`config.mk`:
```
export PLATFORM = sky130hd
export DESIGN_NAME = coh_sample_writer
export DESIGN_NICKNAME = d
export VERILOG_FILES = /design/src/rtl/swr_pkg.sv /design/src/rtl/swr_burst_plan.sv /design/src/rtl/swr_packer.sv /design/src/rtl/coh_sample_writer.sv
export SDC_FILE = /design/constraint.sdc
export NUM_CORES = 1
export LEC_CHECK = 0
export BUFFER_PORTS_ARGS = -buffer_cell sky130_fd_sc_hd__buf_2
export CAP_MARGIN = 20
export CORE_ASPECT_RATIO = 0.9
export CORE_MARGIN = 5
export CORE_UTILIZATION = 50
export CTS_CLUSTER_SIZE = 20
export DETAILED_ROUTE_END_ITERATION = 12
export GPL_TIMING_DRIVEN = 0
export PLACE_DENSITY = 0.75
export REMOVE_ABC_BUFFERS = 1
export SKIP_LAST_GASP = 1
export SLEW_MARGIN = 20
export SYNTH_ARGS = -nofsm -noshare
export SYNTH_HDL_FRONTEND = slang
export SYNTH_SLANG_ARGS = --single-unit
```
`constraint.sdc`:
```
create_clock -name clk -period 5.24 [get_ports clk]
set_input_delay 0.262 -clock clk [delete_from_list [all_inputs] [get_ports clk]]
set_output_delay 0.262 -clock clk [all_outputs]
set_load 0.1 [all_outputs]
```
`src/rtl/swr_pkg.sv`:
```
package swr_pkg;
  typedef enum logic [1:0] {
    ST_IDLE = 2'd0,
    ST_ADDR = 2'd1,
    ST_DATA = 2'd2,
    ST_RESP = 2'd3
  } swr_state_e;

  localparam logic [1:0] BURST_INCR = 2'b01;
  localparam logic [1:0] RESP_OKAY  = 2'b00;
  localparam logic [3:0] CACHE_WBWA = 4'b1111;
endpackage

```
`src/rtl/swr_burst_plan.sv`:
```
module swr_burst_plan #(
  parameter int CNT_W      = 17,
  parameter int LINE_BEATS = 4,
  parameter int IDX_W      = 2
) (
  input  logic [IDX_W-1:0] line_idx_i,
  input  logic [CNT_W-1:0] beats_left_i,
  output logic [CNT_W-1:0] burst_beats_o
);
  logic [CNT_W-1:0] room;

  assign room          = CNT_W'(LINE_BEATS) - CNT_W'(line_idx_i);
  assign burst_beats_o = (beats_left_i < room) ? beats_left_i : room;
endmodule

```
`src/rtl/swr_packer.sv`:
```
module swr_packer #(
  parameter int LANES  = 4,
  parameter int SMP_W  = 16,
  parameter int CNT_W  = 3
) (
  input  logic                     clk,
  input  logic                     rst_n,
  input  logic                     clear_i,
  input  logic                     take_i,
  input  logic [SMP_W-1:0]         smp_i,
  output logic [LANES*SMP_W-1:0]   data_o,
  output logic [LANES*SMP_W/8-1:0] strb_o,
  output logic [CNT_W-1:0]         cnt_o
);
  localparam int BPS = SMP_W / 8;

  logic [CNT_W-1:0] cnt_q, cnt_d;

  always_comb begin
    cnt_d = cnt_q;
    if (clear_i)     cnt_d = '0;
    else if (take_i) cnt_d = cnt_q + CNT_W'(1);
  end

  always_ff @(posedge clk or negedge rst_n) begin
    if (!rst_n) cnt_q <= '0;
    else        cnt_q <= cnt_d;
  end

  for (genvar i = 0; i < LANES; i++) begin : g_lane
    logic [SMP_W-1:0] lane_q;
    logic             lane_en;

    assign lane_en = take_i && (cnt_q == CNT_W'(i));

    always_ff @(posedge clk or negedge rst_n) begin
      if (!rst_n)       lane_q <= '0;
      else if (lane_en) lane_q <= smp_i;
    end

    assign data_o[i*SMP_W +: SMP_W] = lane_q;
    assign strb_o[i*BPS +: BPS]     = {BPS{cnt_q > CNT_W'(i)}};
  end

  assign cnt_o = cnt_q;
endmodule

```
`src/rtl/coh_sample_writer.sv`:
```
module coh_sample_writer
  import swr_pkg::*;
#(
  parameter int ADDR_W     = 32,
  parameter int DATA_W     = 64,
  parameter int SMP_W      = 16,
  parameter int LINE_BYTES = 32,
  parameter int MAX_BYTES  = 65536,
  localparam int LEN_W     = $clog2(MAX_BYTES) + 1
) (
  input  logic              clk,
  input  logic              rst_n,
  input  logic              start_i,
  input  logic [ADDR_W-1:0] base_i,
  input  logic [LEN_W-1:0]  len_i,
  output logic              busy_o,
  output logic              done_o,
  output logic              err_o,
  input  logic              smp_valid_i,
  input  logic [SMP_W-1:0]  smp_data_i,
  output logic              smp_ready_o,
  output logic              awvalid_o,
  input  logic              awready_i,
  output logic [ADDR_W-1:0] awaddr_o,
  output logic [7:0]        awlen_o,
  output logic [2:0]        awsize_o,
  output logic [1:0]        awburst_o,
  output logic [3:0]        awcache_o,
  output logic              awlock_o,
  output logic [0:0]        awuser_o,
  output logic              wvalid_o,
  input  logic              wready_i,
  output logic [DATA_W-1:0] wdata_o,
  output logic [DATA_W/8-1:0] wstrb_o,
  output logic              wlast_o,
  input  logic              bvalid_i,
  output logic              bready_o,
  input  logic [1:0]        bresp_i
);
  localparam int BEAT_BYTES = DATA_W / 8;
  localparam int SMP_BYTES  = SMP_W / 8;
  localparam int LANES      = DATA_W / SMP_W;
  localparam int LINE_BEATS = LINE_BYTES / BEAT_BYTES;
  localparam int AOFF       = $clog2(BEAT_BYTES);
  localparam int SOFF       = $clog2(SMP_BYTES);
  localparam int LIDX_W     = $clog2(LINE_BEATS);
  localparam int LCNT_W     = $clog2(LANES + 1);

  swr_state_e        state_q, state_d;
  logic [ADDR_W-1:0] addr_q, addr_d;
  logic [LEN_W-1:0]  beats_q, beats_d;
  logic [LEN_W-1:0]  burst_q, burst_d;
  logic [LEN_W-1:0]  smp_q, smp_d;
  logic              err_q, err_d;
  logic              done_q, done_d;

  logic [LEN_W-1:0]  plan_beats;
  logic [LCNT_W-1:0] lane_cnt;
  logic              len_ok, beat_full, take, aw_fire, w_fire, b_fire;

  swr_burst_plan #(.CNT_W(LEN_W), .LINE_BEATS(LINE_BEATS), .IDX_W(LIDX_W)) u_plan (
    .line_idx_i    (addr_q[AOFF +: LIDX_W]),
    .beats_left_i  (beats_q),
    .burst_beats_o (plan_beats)
  );

  swr_packer #(.LANES(LANES), .SMP_W(SMP_W), .CNT_W(LCNT_W)) u_pack (
    .clk     (clk),
    .rst_n   (rst_n),
    .clear_i (w_fire),
    .take_i  (take),
    .smp_i   (smp_data_i),
    .data_o  (wdata_o),
    .strb_o  (wstrb_o),
    .cnt_o   (lane_cnt)
  );

  assign len_ok    = (len_i[SOFF-1:0] == '0) && (len_i >= LEN_W'(SMP_BYTES)) &&
                     (len_i <= LEN_W'(MAX_BYTES));
  assign beat_full = (lane_cnt == LCNT_W'(LANES)) || ((smp_q == '0) && (lane_cnt != '0));

  assign smp_ready_o = (state_q == ST_DATA) && !beat_full;
  assign wvalid_o    = (state_q == ST_DATA) && beat_full;
  assign wlast_o     = (burst_q == LEN_W'(1));
  assign awvalid_o   = (state_q == ST_ADDR);
  assign bready_o    = (state_q == ST_RESP);

  assign take    = smp_valid_i && smp_ready_o;
  assign aw_fire = awvalid_o && awready_i;
  assign w_fire  = wvalid_o && wready_i;
  assign b_fire  = bvalid_i && bready_o;

  assign awaddr_o  = addr_q;
  assign awlen_o   = 8'(plan_beats - LEN_W'(1));
  assign awsize_o  = 3'(AOFF);
  assign awburst_o = BURST_INCR;
  assign awcache_o = CACHE_WBWA;
  assign awlock_o  = 1'b0;
  assign awuser_o  = 1'b1;

  assign busy_o = (state_q != ST_IDLE);
  assign done_o = done_q;
  assign err_o  = err_q;

  always_comb begin
    state_d = state_q;
    addr_d  = addr_q;
    beats_d = beats_q;
    burst_d = burst_q;
    smp_d   = smp_q;
    err_d   = err_q;
    done_d  = 1'b0;
    unique case (state_q)
      ST_IDLE: begin
        if (start_i) begin
          if (len_ok) begin
            err_d   = 1'b0;
            addr_d  = base_i & ~ADDR_W'(BEAT_BYTES - 1);
            smp_d   = len_i >> SOFF;
            beats_d = (len_i + LEN_W'(BEAT_BYTES - 1)) >> AOFF;
            state_d = ST_ADDR;
          end else begin
            err_d = 1'b1;
          end
        end
      end
      ST_ADDR: begin
        if (aw_fire) begin
          burst_d = plan_beats;
          state_d = ST_DATA;
        end
      end
      ST_DATA: begin
        if (take) smp_d = smp_q - LEN_W'(1);
        if (w_fire) begin
          addr_d  = addr_q + ADDR_W'(BEAT_BYTES);
          beats_d = beats_q - LEN_W'(1);
          burst_d = burst_q - LEN_W'(1);
          if (burst_q == LEN_W'(1)) state_d = ST_RESP;
        end
      end
      ST_RESP: begin
        if (b_fire) begin
          if (bresp_i != RESP_OKAY) err_d = 1'b1;
          if (beats_q == '0) begin
            done_d  = 1'b1;
            state_d = ST_IDLE;
          end else begin
            state_d = ST_ADDR;
          end
        end
      end
      default: state_d = ST_IDLE;
    endcase
  end

  always_ff @(posedge clk or negedge rst_n) begin
    if (!rst_n) begin
      state_q <= ST_IDLE;
      addr_q  <= '0;
      beats_q <= '0;
      burst_q <= '0;
      smp_q   <= '0;
      err_q   <= 1'b0;
      done_q  <= 1'b0;
    end else begin
      state_q <= state_d;
      addr_q  <= addr_d;
      beats_q <= beats_d;
      burst_q <= burst_d;
      smp_q   <= smp_d;
      err_q   <= err_d;
      done_q  <= done_d;
    end
  end
endmodule

```
==> results of run 1 <==
area by class of cell:
type | count | share of cell area
multi-input combinational | 682 | 0.441
sequential | 151 | 0.360
timing repair buffer | 194 | 0.103
clock buffer | 17 | 0.0405
tap | 235 | 0.0280
clock inverter | 15 | 0.0164
inverter | 30 | 0.0107
antenna | 2 | 0.000477
metal layers:
metal,vias up,share of wire,track usage,wire length (um)
met5,-,0,0,0
met1,3862,0.41,0.338,10400
met2,322,0.49,0.393,12200
met4,0,0.019,0.0844,485
li1,3723,-,-,-
met3,40,0.078,0.0502,1940
flip-flops by register name, summed over array words and instances (netlist names):
signal and cells:
u_pack.g_lane.lane_q 64, awaddr_o 29, beats_q 17, burst_q 17
smp_q 17, u_pack.cnt_o 3, state_q 2, done_o 1
err_o 1
worst max path at each step:
stage | start | cells after the start | to
after floorplan | awaddr_o[3]$_DFFE_PN0P_ | 10 | awlen_o[2]
after global placement | state_q[0]$_DFFE_PN0P_ | 8 | awaddr_o[16]$_DFFE_PN0P_
after detailed placement | state_q[0]$_DFFE_PN0P_ | 8 | awaddr_o[31]$_DFFE_PN0P_
after CTS | awaddr_o[3]$_DFFE_PN0P_ | 10 | awlen_o[5]
after global routing | awaddr_o[3]$_DFFE_PN0P_ | 10 | awlen_o[5]
final | state_q[0]$_DFFE_PN0P_ | 8 | awaddr_o[31]$_DFFE_PN0P_
per-stage QoR:
stage / setup slack [ns] / util / cells / hold slack, ns
2_1_floorplan: 0.0737 / - / 863 / -0.0336
3_3_place_gp: -3.07 / 0.569 / 1285 / 0.483
3_5_place_dp: 1.64 / 0.579 / 1290 / 0.221
4_1_cts: 1.60 / 0.615 / 1323 / 0.0462
5_1_grt: 1.31 / 0.615 / 1326 / 0.0425
6_report: 1.53 / 0.615 / 1326 / 0.0583
cells in the final DEF, fill, tap and decap left out, types with 7 or more instances in the layout:
| cell | netlist | layout |
|---|---|---|
| a21oi_1 | 60 | 59 |
| a22o_1 | 11 | 11 |
| a22oi_1 | 8 | 8 |
| and2_1 | 10 | 10 |
| and3_1 | 10 | 10 |
| and4_1 | 8 | 8 |
| buf_2 | 15 | 186 |
| clkbuf_16 | 0 | 17 |
| conb_1 | 2 | 14 |
| dfrtp_1 | 151 | 151 |
| ha_1 | 18 | 17 |
| inv_1 | 30 | 29 |
| mux2_2 | 65 | 65 |
| nand2_1 | 85 | 85 |
| nand3_1 | 40 | 40 |
| nand4_1 | 10 | 10 |
| nor2_1 | 50 | 50 |
| nor3_1 | 26 | 26 |
| nor4_1 | 12 | 12 |
| o211ai_1 | 8 | 8 |
| o21a_1 | 8 | 8 |
| o21ai_0 | 56 | 56 |
| o22ai_1 | 26 | 26 |
| o31ai_1 | 11 | 11 |
| or2_2 | 11 | 11 |
| or3_1 | 8 | 8 |
| or4_1 | 11 | 11 |
| xor2_1 | 7 | 7 |
worst max-delay path, stage by stage, from the launching register on:
cell	delay, ns
dfrtp_1	0.40
inv_1	0.18
ha_1	0.87
nand2_1	0.56
o211a_1	0.49
a21oi_4	0.47
buf_16	0.22
a41oi_1	0.12
o221a_2	0.25
cells by family after synthesis:
logic type	after synthesis	synth area share
flip-flops	151	0.432
XOR/XNOR	13	0.0130
adder cells (fa/ha/maj)	18	0.0257
AO/OA/AOI/OAI	254	0.195
multiplexers	73	0.0933
other	2	0.000858
AND/OR/NAND/NOR	310	0.190
buffers and inverters	94	0.0502
==> impl_metrics.tcl, run 1 <==
set metrics [dict create \
    rrSetupSlack_ns 1.53 \
    start_util 0.513 \
    fill_cells 1469 \
    clk_pin_slew_ns 0.07 \
    ys_seq_elements 151 \
    grt_max_degree 94 \
    ctsLongestPathBuffers 2 \
    fp.coreArea_um2 17100 \
    r2r-end "awaddr_o[31]$_DFFE_PN0P_" \
    fin_tns_setup_ns 0 \
    maxSlewViolCount 0 \
    synthCells 915 \
    yosys_warnings 0 \
    synth_flop_cell "dfrtp_1" \
    vias 7947 \
    status "finished clean" \
    avgSynthCellArea_um2 9.57 \
    cp-end-kind "flip-flop" \
    hp-class "in2reg" \
    first_global_vias 7624 \
    critPathLaunchType "flip-flop" \
    drive_gt1_frac 0.298 \
    setup_viol 0 \
    synth_most_common_cell "dfrtp_1" \
    die_w_um 149 \
    synthesis.area_um2 8750 \
    routed_via_density 5.99 \
    period_minus_slack_ns 3.71 \
    ys_seq_area_frac 0.432 \
    clock_latency_ns 0.44 \
    final_area_um2 10500 \
    finalCritPeriodShare 0.707 \
    drt_first_pass_iters 5 \
    die_h_um 136 \
    synth.distinct_cells 83 \
    tightest_slew_ns 1.03 \
    grt_pass1_wl_mm 39.9 \
    gp_congestion 0.831 \
    worstReg2RegStart "state_q[0]$_DFFE_PN0P_" \
    async_reset_ff_frac 1.00 \
    placed_area_um2 9880 \
    path_class "reg2reg" \
    cp.required_ns 5.56 \
    root_buffer "clkbuf_16" \
    holdPathStages 2 \
    slew_headroom 0.316 \
    fmaxAchievable_ghz 0.270 \
    hold_end "awaddr_o[10]$_DFFE_PN0P_" \
    antenna_left 0 \
    rows 45 \
    grt_util_all_layers 0.247 \
    cts_tree "done" \
    drt_iter0_drc 538 \
    hold_buffers 1 \
    synth_area_leaders "dfrtp_1 43%, mux2_2 8.4%, nand2_1 3.6%" \
    boundaryPins 205 \
    hp-start "base_i[10]" \
    nets 1168 \
    yosys.area.top_type_share 0.432 \
    htree_levels 4 \
    port_buffers 187 \
    cp_max_fo 20 \
    totalWireLength_mm 25.0 \
    syn_to_final_growth_pct 19.9 \
    dp_hpwl_mm 17.5 \
    rsz0062_at_grt "no" \
    ff2ff_path_depth 8 \
    max_cap_viol_count 0 \
    synth-edff-count 0 \
    die-area_um2 20300 \
    synth_top_area_cell "dfrtp_1" \
    cts_resized 0 \
    grt_overflow 0 \
    drc 0 \
    critPathArrivalTime_ns 4.02 \
    multiInputGateArea_um2 4630 \
    register_area_um2 3780 \
    cts_sinks 151 \
    final_hold_viol_count 0 \
    clock_skew_ns 0.0105 \
    ys_top_cells_by_count "151 x dfrtp_1, 85 x nand2_1, 65 x mux2_2" \
    numCtsBuffers 17 \
    wl_per_cell_um 18.9 \
    postCtsSetupRepairBufs 0 \
    grt_antenna_before_repair 2 \
]
Power of run 1 is not shown: default switching activity piles up to over one toggle a cycle in this logic, so the estimate is an artifact.
==> run 2, diff against run 1 <==
==> constraint.sdc (replaced) <==
create_clock -name clk -period 3.84 [get_ports clk]
set_input_delay 0.192 -clock clk [delete_from_list [all_inputs] [get_ports clk]]
set_output_delay 0.192 -clock clk [all_outputs]
set_load 0.1 [all_outputs]
==> run 2 against run 1 <==
Compared with the run above: via count grew 0.36%; global-route usage grew 0.12 points; die area is the same; design area grew 0.80%; register-to-register slack lost 1.3 ns; sequential cell count is the same; clock skew is essentially flat; critical path type unchanged; largest cell class unchanged; highest routed layer unchanged.
==> impl_metrics.tcl, run 2 (same netlist as run 1, synthesis figures left out) <==
set metrics [dict create \
    drive_gt1_frac 0.297 \
    drt_first_pass_iters 5 \
    cp.required_ns 4.21 \
    vias 7976 \
    cts_tree "done" \
    place_ws_ns 0.240 \
    wl_met1_mm 10.6 \
    wl_per_cell_um 18.9 \
    final_hold_viol_count 0 \
    fin_cells 1333 \
    crit_path_start "state_q[0]$_DFFE_PN0P_" \
    clock_skew_ns 0.0104 \
    grt_antenna_before_repair 1 \
    grt_util_all_layers 0.248 \
    die-area_um2 20300 \
    die_w_um 149 \
    cp-endpoint "awaddr_o[31]$_DFFE_PN0P_" \
    finalCritPeriodShare 0.936 \
    grt_pass1_wl_mm 40.1 \
    drc 0 \
    fp.coreArea_um2 17100 \
    drt_iter0_drc 604 \
    start_util 0.513 \
    fmaxAchievable_ghz 0.278 \
    ctsLongestPathBuffers 2 \
    clock_latency_ns 0.43 \
    nets 1176 \
    period_minus_slack_ns 3.60 \
    boundaryPins 205 \
    layout_common_cells "186 x buf_2, 151 x dfrtp_1, 85 x nand2_1, 65 x mux2_2, 58 x a21oi_1" \
    tightest_slew_ns 1.02 \
    worstReg2RegStart "state_q[0]$_DFFE_PN0P_" \
    rsz0062_at_grt "no" \
    path_class "reg2reg" \
    top_register "u_pack.g_lane.lane_q" \
    grt_max_degree 94 \
    slew_headroom 0.323 \
    postCtsSetupRepairBufs 0 \
    critPathLaunchType "flip-flop" \
    layout_commonest_cell "buf_2" \
    fin_tns_setup_ns 0 \
    first_global_vias 7708 \
    max_cap_viol_count 0 \
    status "finished clean" \
    syn_to_final_growth_pct 20.9 \
    cp-end-kind "flip-flop" \
    cp_max_fo 67 \
    rows 45 \
    grt_overflow 0 \
    htree_levels 4 \
    largest_reg_flops 64 \
    finalWorstSetupSlack_ns 0.244 \
    clk_pin_slew_ns 0.07 \
    antenna_left 0 \
    gp_congestion 0.831 \
    totalWireLength_mm 25.2 \
    hp-class "in2reg" \
    wl_met2_mm 12.3 \
    dp_cells 1290 \
    critPathArrivalTime_ns 3.96 \
    rrSetupSlack_ns 0.24 \
    dp_hpwl_mm 17.5 \
    wl_met3_mm 1.76 \
    routed_via_density 5.98 \
    top_layer_used "met4" \
    root_buffer "clkbuf_16" \
    fill_cells 1456 \
    ff2ff_path_depth 11 \
    maxSlewViolCount 0 \
    port_buffers 187 \
    numCtsBuffers 17 \
    cts_sinks 151 \
    r2r-end "awaddr_o[31]$_DFFE_PN0P_" \
    setup_viol 0 \
    die_h_um 136 \
]
-- run 2: what timing repair did --
item	CTS	global route
endpoints found under the hold margin	66	0
resized for setup	0	2
hold buffers	9	0
endpoints found under the setup margin	0	7
-- run 2: worst max-delay path, stage by stage, from the launching register on --
cell     delay [ns]
dfrtp_1        0.40
inv_1          0.18
ha_4           0.34
buf_16         0.31
inv_2          0.20
buf_12         0.22
nand2_1        0.39
o211a_1        0.63
a21oi_4        0.18
buf_16         0.23
a41oi_1        0.21
o221a_2        0.20
-- run 2: cell type report --
cell class	count	area, um2	area share
flip-flops and latches	151	3780	0.357
multi-input cells	682	4640	0.438
well taps	235	294	0.0278
repair buffers	202	1160	0.110
clock buffers	17	425	0.0402
inverters	30	113	0.0106
diodes	1	2.50	0.000236
clock inverters	15	173	0.0163
-- run 2: how the worst min path moves through the flow --
stage	startpoint	endpoint	cells after the start
after global routing	smp_data_i[14]	u_pack.g_lane[2].lane_q[14]$_DFFE_PN0P_	2
after global placement	base_i[26]	awaddr_o[26]$_DFFE_PN0P_	3
after CTS	base_i[12]	awaddr_o[12]$_DFFE_PN0P_	3
after detailed placement	rst_n	smp_q[3]$_DFFE_PN0P_	1
after floorplan	rst_n	awaddr_o[10]$_DFFE_PN0P_	0
final	base_i[12]	awaddr_o[12]$_DFFE_PN0P_	3
-- run 2: metrics by stage --
step / hold WS [ns] / instance area, um2 / utilization
2_1_floorplan: -0.104 / 8470 / -
6_report: 0.0167 / 10600 / 0.620
5_1_grt: 0.0175 / 10600 / 0.620
4_1_cts: 0.00970 / 10600 / 0.619
3_5_place_dp: 0.151 / 9880 / 0.579
3_3_place_gp: 0.424 / 9700 / 0.569
-- run 2: per-layer routing --
| layer | vias to the layer above | track usage |
|---|---|---|
| met5 | - | 0 |
| met3 | 48 | 0.0498 |
| met2 | 334 | 0.396 |
| met1 | 3852 | 0.339 |
| li1 | 3742 | - |
| met4 | 0 | 0.0854 |
Power of run 2 is left out for the same reason.
==> run 3, diff against run 2 <==
--- a/config.mk
+++ b/config.mk
@@ -5,6 +5,7 @@
 export SDC_FILE = /design/constraint.sdc
 export NUM_CORES = 1
 export LEC_CHECK = 0
+export ABC_AREA = 1
 export BUFFER_PORTS_ARGS = -buffer_cell sky130_fd_sc_hd__buf_2
 export CAP_MARGIN = 20
 export CORE_ASPECT_RATIO = 0.9
@@ -13,7 +14,7 @@
 export CTS_CLUSTER_SIZE = 20
 export DETAILED_ROUTE_END_ITERATION = 12
 export GPL_TIMING_DRIVEN = 0
-export PLACE_DENSITY = 0.75
+export PLACE_DENSITY = 0.74
 export REMOVE_ABC_BUFFERS = 1
 export SKIP_LAST_GASP = 1
 export SLEW_MARGIN = 20
==> constraint.sdc (replaced) <==
create_clock -name clk -period 3.84 [get_ports clk]
set_input_delay 0.384 -clock clk [delete_from_list [all_inputs] [get_ports clk]]
set_output_delay 0.384 -clock clk [all_outputs]
set_load 0.1 [all_outputs]
==> run 3 against run 2 <==
Compared with the run above: register-to-register slack improved by 0.35 ns; largest cell class unchanged; die area grew 8.7%; critical endpoint is now awlen_o[2]; first-iteration DRC count fell by 0.83%; global-route usage up 0.41 points; final cell count up 36%.
==> impl_metrics.tcl, run 3 <==
set metrics [dict create \
    status "finished clean" \
    use_met3 0.0464 \
    routed_via_density 5.26 \
    crit_path_start "awaddr_o[3]$_DFFE_PN0P_" \
    path_class "reg2out" \
    rrSetupSlack_ns 0.59 \
    drt_iter0_drc 599 \
    register_area_um2 3780 \
    die_w_um 156 \
    synth_most_common_cell "nand2_1" \
    synthesis.area_um2 9580 \
    fp.coreArea_um2 19000 \
    top_register "u_pack.g_lane.lane_q" \
    final_hold_viol_count 0 \
    ys_seq_area_frac 0.395 \
    yosys_warnings 0 \
    critPathArrivalTime_ns 3.17 \
    grt_util_all_layers 0.252 \
    drt_first_pass_iters 5 \
    hp-class "in2reg" \
    slowest_delay_ns 0.47 \
    grtUsageMet2 0.413 \
    tightest_slew_ns 0.976 \
    setup_viol 0 \
    period_minus_slack_ns 3.55 \
    multiInputGateArea_um2 5100 \
    finalCritPeriodShare 0.926 \
    cp-end-kind "primary output" \
    clock_skew_ns 0.0221 \
    worst_path_most_repeated_cell "nand2_1" \
    ctsLongestPathBuffers 2 \
    syn_to_final_growth_pct 17.1 \
    synth-edff-count 0 \
    fin_cells 1812 \
    synth_area_leaders "dfrtp_1 39%, nand2_1 21%, nand3_1 8.0%" \
    drc 0 \
    cp.depth 14 \
    r2r-end "u_pack.g_lane[1].lane_q[2]$_DFFE_PN0P_" \
    fill_cells 1857 \
    cp_max_fo 8 \
    worstPathCellList "inv_1, ha_1, inv_1, ha_1, o21ai_0, nand2_1, nand2_1, nand3_1, nand2_1, nand2_1, ha_1, inv_1, xor2_1, buf_4" \
    cp-endpoint "awlen_o[2]" \
    synth.distinct_cells 41 \
    avgSynthCellArea_um2 6.87 \
    maxSlewViolCount 0 \
    dp_cells 1778 \
    grt_antenna_before_repair 0 \
    clock_latency_ns 0.44 \
    wl_per_cell_um 15.1 \
    critPathLaunchType "flip-flop" \
    busiest_layer "met2" \
    ff2ff_path_depth 11 \
    async_reset_ff_frac 1.00 \
    worstReg2RegStart "u_pack.cnt_o[0]$_DFFE_PN0P_" \
    synth_top_area_cell "dfrtp_1" \
    vias 9539 \
    die_h_um 141 \
    numCtsBuffers 17 \
    nets 1640 \
    grt_overflow 0 \
    grt_max_degree 78 \
    path_buf_inv 4 \
    synth_flop_cell "dfrtp_1" \
    die-area_um2 22000 \
    dp_hpwl_mm 19.5 \
    root_buffer "clkbuf_16" \
    cts_tree "done" \
    layout_commonest_cell "nand2_1" \
    cp_slowest_cell "dfrtp_2" \
    path_delay_family "buffers and inverters" \
    start_util 0.505 \
    drive_gt1_frac 0.167 \
    first_global_vias 9259 \
    ys_seq_elements 151 \
    yosys.area.top_type_share 0.395 \
    grt_pass1_wl_mm 45.9 \
    fmaxAchievable_ghz 0.281 \
    clk_pin_slew_ns 0.07 \
    grt_use_met1 0.339 \
    layout_common_cells "531 x nand2_1, 185 x buf_2, 154 x nand3_1, 150 x dfrtp_1, 139 x nor2_1" \
    gp_congestion 0.913 \
    antenna_left 0 \
    largest_reg_flops 64 \
    slew_headroom 0.349 \
    ys_top_cells_by_count "531 x nand2_1, 154 x nand3_1, 151 x dfrtp_1" \
    cts_sinks 151 \
    synthCells 1393 \
    boundaryPins 205 \
    rsz0062_at_grt "no" \
    max_cap_viol_count 0 \
    rows 48 \
    port_buffers 187 \
    totalWireLength_mm 27.4 \
    cp.required_ns 3.46 \
    htree_levels 4 \
]
[run 3: per-layer routing]
metal,share of wire,wire length (um)
met1,0.44,12000
met2,0.47,12900
met3,0.068,1870
met4,0.025,672
met5,0,0
[run 3: how the worst min path moves through the flow]
stage,start,endpoint,slack [ns],cells after the start
3_3_place_gp,u_pack.g_lane[0].lane_q[14]$_DFFE_PN0P_,u_pack.g_lane[0].lane_q[14]$_DFFE_PN0P_,0.45,2
6_report,smp_data_i[14],u_pack.g_lane[3].lane_q[14]$_DFFE_PN0P_,0.20,3
4_1_cts,smp_data_i[14],u_pack.g_lane[3].lane_q[14]$_DFFE_PN0P_,0.19,3
2_1_floorplan,rst_n,awaddr_o[10]$_DFFE_PN0P_,0.09,0
5_1_grt,smp_data_i[5],u_pack.g_lane[3].lane_q[5]$_DFFE_PN0P_,0.21,3
3_5_place_dp,rst_n,beats_q[11]$_DFFE_PN0P_,0.40,1
[run 3: cells by family (layout without fill, tap and decap cells)]
kind of cell,count (synthesis),after routing,share of synthesized area
xor gates and xnor gates,24,24,0.0220
adders and majority gates,18,18,0.0235
and+or+nand+nor,899,899,0.397
buffers and inverters,161,317,0.0809
other,2,15,0.000784
muxes,6,6,0.00627
DFF,151,151,0.395
AOI/OAI and AO/OA,132,132,0.0749
[run 3: cell type report]
class | instances | area share
Timing Repair Buffer | 192 | 0.0942
Clock buffer | 17 | 0.0379
Antenna cell | 1 | 0.000223
Multi-Input combinational cell | 1093 | 0.455
Inverter | 93 | 0.0316
Sequential cell | 151 | 0.337
Tap cell | 250 | 0.0279
Clock inverter | 15 | 0.0163
[run 3: tightest hold or removal path: cells and delay by family]
kind,cells,cell delay [ns]
buffers and inverters,1,0.11
and+or+nand+nor,2,0.11
[run 3: what timing repair did]
| action | in CTS | in global routing |
|---|---|---|
| hold endpoints to repair | 74 | 0 |
| hold buffers | 1 | 0 |
| buffers inserted | 0 | 0 |
| resized for setup | 0 | 3 |
| endpoints found under the setup margin | 0 | 1 |
[run 3: stage by stage]
stage	hold WS [ns]	setup WS (ns)	setup TNS, ns	cell area (um2)	util
floorplan	0.0884	-1.68	-40.55	9200	-
global placement	0.450	-3.11	-263.36	10400	0.550
detailed placement	0.403	0.498	0	10600	0.558
CTS	0.189	0.0401	0	11200	0.590
global route	0.206	0.0832	0	11200	0.591
finish	0.199	0.286	0	11200	0.591
Power of run 3 is left out for the same reason.
